[src/rtl/clksel_pkg.sv]
package clksel_pkg;
  typedef enum logic [1:0] {
    LK_IDLE = 2'd0,
    LK_KEY1 = 2'd1,
    LK_OPEN = 2'd2
  } lk_state_t;
endpackage

[src/rtl/lane_unlock.sv]
module lane_unlock
  import clksel_pkg::*;
#(
  parameter int          DW      = 8,
  parameter logic [DW-1:0] KEY_A = '0,
  parameter logic [DW-1:0] KEY_B = '0,
  parameter bit          LANE_HI = 1'b1
) (
  input  logic          clk,
  input  logic          rst_n,
  input  logic          bus_acc,
  input  logic          bus_wr,
  input  logic          bus_hi,
  input  logic [DW-1:0] bus_data,
  output logic          window
);
  lk_state_t st_q, st_d;
  logic      hit;

  assign hit = bus_acc && bus_wr && (bus_hi == LANE_HI);

  // next-state: only real accesses move the checker
  always_comb begin
    st_d = st_q;
    if (bus_acc) begin
      case (st_q)
        LK_IDLE: st_d = (hit && bus_data == KEY_A) ? LK_KEY1 : LK_IDLE;
        LK_KEY1: begin
          if (hit && bus_data == KEY_B)      st_d = LK_OPEN;
          else if (hit && bus_data == KEY_A) st_d = LK_KEY1;
          else                               st_d = LK_IDLE;
        end
        LK_OPEN: st_d = LK_IDLE;
        default: st_d = LK_IDLE;
      endcase
    end
  end

  always_ff @(posedge clk or negedge rst_n) begin
    if (!rst_n) st_q <= LK_IDLE;
    else        st_q <= st_d;
  end

  assign window = (st_q == LK_OPEN);
endmodule

[src/rtl/switch_ctrl.sv]
module switch_ctrl #(
  parameter int SEL_W = 3
) (
  input  logic             clk,
  input  logic             rst_n,
  input  logic             set_en,
  input  logic [SEL_W-1:0] sel_in,
  input  logic             done,
  input  logic             fail,
  output logic             swen,
  output logic             pending,
  output logic             req,
  output logic [SEL_W-1:0] req_sel
);
  logic             swen_d, pend_d, req_d;
  logic [SEL_W-1:0] rsel_d;

  always_comb begin
    swen_d = swen;
    pend_d = pending;
    req_d  = 1'b0;
    rsel_d = req_sel;
    if (set_en && !pending) begin
      swen_d = 1'b1;
      pend_d = 1'b1;
      req_d  = 1'b1;
      rsel_d = sel_in;
    end else if (pending && done) begin
      swen_d = 1'b0;
      pend_d = 1'b0;
    end else if (pending && fail) begin
      pend_d = 1'b0;
    end
  end

  always_ff @(posedge clk or negedge rst_n) begin
    if (!rst_n) begin
      swen    <= 1'b0;
      pending <= 1'b0;
      req     <= 1'b0;
      req_sel <= '0;
    end else begin
      swen    <= swen_d;
      pending <= pend_d;
      req     <= req_d;
      req_sel <= rsel_d;
    end
  end
endmodule

[src/rtl/clksel_guard.sv]
module clksel_guard #(
  parameter int DW       = 8,
  parameter int SEL_W    = 3,
  parameter int EN_BIT   = 0,
  parameter int LOCK_BIT = 3
) (
  input  logic             clk,
  input  logic             rst_n,
  input  logic             acc,
  input  logic             wr,
  input  logic             hi_sel,
  input  logic [DW-1:0]    wdata,
  output logic [DW-1:0]    rdata,
  output logic             sw_req,
  output logic [SEL_W-1:0] sw_sel,
  input  logic             sw_done,
  input  logic             sw_fail,
  input  logic             pll_lock
);
  localparam int NLANE = 2;
  localparam logic [DW-1:0] KA [NLANE] = '{8'h46, 8'h78};
  localparam logic [DW-1:0] KB [NLANE] = '{8'h57, 8'h9A};

  logic [1:0]       rsync_q;
  logic             rst_q;
  logic [NLANE-1:0] win;
  logic [SEL_W-1:0] sel_q, sel_d;
  logic             sel_en, set_en;
  logic             lock_q;
  logic             swen, pending;
  logic [DW-1:0]    lo_v;

  // reset: asserted at once, released through two flops
  always_ff @(posedge clk or negedge rst_n) begin
    if (!rst_n) rsync_q <= 2'b00;
    else        rsync_q <= {rsync_q[0], 1'b1};
  end
  assign rst_q = rsync_q[1];

  // lane 0 = low byte, lane 1 = high byte
  for (genvar g = 0; g < NLANE; g++) begin : g_lane
    lane_unlock #(
      .DW(DW), .KEY_A(KA[g]), .KEY_B(KB[g]), .LANE_HI(g == 1)
    ) u_lane (
      .clk(clk), .rst_n(rst_q), .bus_acc(acc), .bus_wr(wr),
      .bus_hi(hi_sel), .bus_data(wdata), .window(win[g])
    );
  end

  assign sel_en = acc && wr && hi_sel && win[1];
  assign set_en = acc && wr && !hi_sel && win[0] && wdata[EN_BIT];

  always_comb begin
    sel_d = sel_q;
    if (sel_en) sel_d = wdata[SEL_W-1:0];
  end

  always_ff @(posedge clk or negedge rst_q) begin
    if (!rst_q) begin
      sel_q  <= '0;
      lock_q <= 1'b0;
    end else begin
      sel_q  <= sel_d;
      lock_q <= pll_lock;
    end
  end

  switch_ctrl #(.SEL_W(SEL_W)) u_sw (
    .clk(clk), .rst_n(rst_q), .set_en(set_en), .sel_in(sel_q),
    .done(sw_done), .fail(sw_fail), .swen(swen), .pending(pending),
    .req(sw_req), .req_sel(sw_sel)
  );

  always_comb begin
    lo_v           = '0;
    lo_v[EN_BIT]   = swen;
    lo_v[LOCK_BIT] = lock_q;
  end

  assign rdata = hi_sel ? {{(DW-SEL_W){1'b0}}, sel_q} : lo_v;
endmodule

[config.mk]
export PLATFORM = sky130hd
export DESIGN_NAME = clksel_guard
export DESIGN_NICKNAME = d
export VERILOG_FILES = /design/src/rtl/clksel_pkg.sv /design/src/rtl/lane_unlock.sv /design/src/rtl/switch_ctrl.sv /design/src/rtl/clksel_guard.sv
export SDC_FILE = /design/constraint.sdc
export NUM_CORES = 1
export LEC_CHECK = 0
export BUFFER_PORTS_ARGS = -buffer_cell sky130_fd_sc_hd__buf_2
export CORE_MARGIN = 1.5
export CORE_UTILIZATION = 46
export DETAILED_ROUTE_END_ITERATION = 6
export PLACE_DENSITY = 0.87
export SLEW_MARGIN = 20
export SYNTH_ARGS = -nofsm -noshare
export SYNTH_HDL_FRONTEND = slang
export SYNTH_SLANG_ARGS = --single-unit
[constraint.sdc]
create_clock -name clk -period 0.8 [get_ports clk]
set_input_delay 0.12 -clock clk [delete_from_list [all_inputs] [get_ports clk]]
set_output_delay 0.12 -clock clk [all_outputs]
set_load 0.05 [all_outputs]
==> results.txt <==
status: finished, violations left
failing checks: setup timing
Slowest-stage cell, CP: or4_4
first-pass GRT wire length: 3880 um
final worst setup slack: -0.629 ns
Post-Route WL: 2420 um
Final Setup Violations: 21
logic gate share of total power: 20.5%
Routed Antenna Nets: 0
Max Cap Viol: 0
unique cell type count in the Yosys netlist: 22
GRT overflow: 0
Cell Area, Synth: 737 um2
ANT cells: 0
worst path required time: 0.98 ns
crit path max fanout: 5
Worst Path Arrival: 1.61 ns
hold crit path type: in -> reg
CP delay by family, top: simple AND/OR/NAND/NOR gates
Commonest cells post-synth: dfrtp_1, buf_4, inv_1
Sw Share: 28.3%
fin crit share: 179%
Cells after Synth: 61
core area: 1510 um2
sequential share of power: 52.1%
nets: 135
Top FF cell, synth: dfrtp_1
Pint: 1.16 mW
post-synth top area share: 54.3%
Clk pwr share: 27.4%
total power draw: 1.61 mW
Seq/Total Area, Yosys: 54.3%
DR iter-0 viols: 9
die footprint: 1850 um2
final hold violations: 0
RSZ-0062 raised after global routing: true
area delta synth->final: 71.3%
LEAKAGE: 0.656 nW
count leader, synth: dfrtp_1
post-route cell area: 1260 um2
share of cells above drive strength 1: 64.1%
die extent in x: 43.0 um
crit-path cells: inv_1, or4_4, mux2_4
YS warnings: 0
Post-DP Area: 1030 um2
Worst setup SP type: flip-flop
vias in the first global route: 781
Num CTS Buffers: 3
PD cells: 1280 nW/um2
die extent in y: 43.0 um
Synth area leader: dfrtp_1
post-synthesis async set-or-reset flop share: 100%
clock buffer depth: 2
largest net degree at the start of global routing: 12
TritonCTS clock tree: yes
clk_lat worst skew: 0.29 ns
Final Critical Period: 1.43 ns
Sink Count: 16
initial antenna violation count: 0
crit path buf inv count: 1
per-cell routed wire length: 18.2 um
Max Slew Vio Count: 0
Synth area leaders: dfrtp_1, mux2_2, mux2_4
initial core utilization: 48.9%
Hold Slack: 0.0495 ns
final setup skew: 0.00846 ns
via count: 714
Fillers: 88
dpl hpwl: 1350 um
CTS root buf: clkbuf_4
Synth Area per Inst: 12.1 um2
GRT Total Usage: 29.6%
Seq cells post-synth: 16
RePlAce Congestion: 0.887
DRC violations left: 0
vias per cell: 5.37
Switch Pwr: 456 uW
Setup CP Type: reg -> reg
I/O pins: 28
# port buffers: 23
Cell Rows: 14
worst vdd rail ir drop: 1.40 mV
slowest stage delay, CP: 0.54 ns
Setup crit end kind: flip-flop
TritonRoute pass-1 iters: 4
fmax: 700 MHz
EDFF count, synth: 0
clock-pin slew on the worst setup and hold paths: 0.10 ns
dpl ws: -0.718 ns
H-tree levels: 1
==> per-layer routing <==
metal / part of all wire, % / vias to the layer above / GRT usage [%]
met1: 36 / 347 / 33.1
met5: 0 / - / 0
met2: 53 / 36 / 51.2
met3: 5.9 / 12 / 9.36
met4: 4.7 / 0 / 12.7
li1: - / 319 / -
==> through the flow <==
stage               utilization, %  std cells  setup TNS (ns)
floorplan                        -         64           -4.73
global placement              68.4        115           -6.47
detailed placement            68.4        115           -6.98
CTS                           80.9        129           -7.40
global route                  83.8        133           -8.80
finish                        83.8        133           -7.90
==> flip-flops by register name, summed over array words and instances, names as in the netlist <==
register            count
g_lane.u_lane.st_q      4
lock_q                  1
rsync_q                 2
sel_q                   3
u_sw.pending            1
u_sw.req                1
u_sw.req_sel            3
u_sw.swen               1
==> what timing repair did <==
item,4_1_cts,5_1_grt
pin swaps,8,6
resized for setup,23,3
setup endpoints to repair,21,21
buffers inserted,9,4
hold buffers,2,0
endpoints found under the hold margin,3,0
==> worst reg2reg max path, stage by stage, from the launching register on <==
cell and delay [ns]:
dfrtp_1 0.38, inv_1 0.08, or4_4 0.54, mux2_4 0.32
==> layout by cell type, fill, tap and decap left out, drive strengths merged <==
cell type,n
buf,54
dfrtp,16
mux2,7
conb,5
inv,5
nand4b,3
clkbuf,3
nand2,3
and2,2
nand3b,2
o32ai,2
dlygate4sd3,2
or4,2
nor2,2
o22ai,2
and2b,1
nand4bb,1
a2bb2oi,1
nor4bb,1
nand4,1
nor4b,1
nor3b,1
==> power groups by stage <==
stage	combinational [mW]	clock, mW	sequential [mW]
floorplan	0.150	0	0.861
CTS	0.308	0.421	0.839
finish	0.331	0.442	0.840
detailed placement	0.264	0	0.858
global placement	0.259	0	0.856
global route	0.349	0.478	0.843
==> final cells by class <==
cell class	instances	area, um2	share of cell area, %
flip-flops and latches	16	400	31.7
clock buffers	3	22.5	1.78
repair buffers	56	438	34.7
multi-input cells	37	363	28.7
inverters	5	18.8	1.49
well taps	16	20.0	1.59
==> worst paths after layout <==
kind	cells past startpoint	slack (ns)	end	start
setup / recovery	3	-0.63	u_sw.req_sel[0]	g_lane[0].u_lane.st_q[1]
hold / removal	2	0.05	u_sw.swen	sw_done
setup reg to reg	3	-0.63	u_sw.req_sel[0]	g_lane[0].u_lane.st_q[1]
hold reg to reg	0	0.08	g_lane[1].u_lane.st_q[0]	rsync_q[1]
max in group asynchronous	1	0.38	u_sw.req	rsync_q[1]
min in group asynchronous	0	0.08	g_lane[1].u_lane.st_q[0]	rsync_q[1]
==> cells by family after synthesis <==
logic type,count (synthesis),share of synthesized area (%)
compound gates,5,5.26
buf+inv,11,8.32
flops,16,54.3
mux,7,12.2
other cells,2,1.02
simple gates,20,18.8
Note: power is estimated with default switching activity, not from simulation.
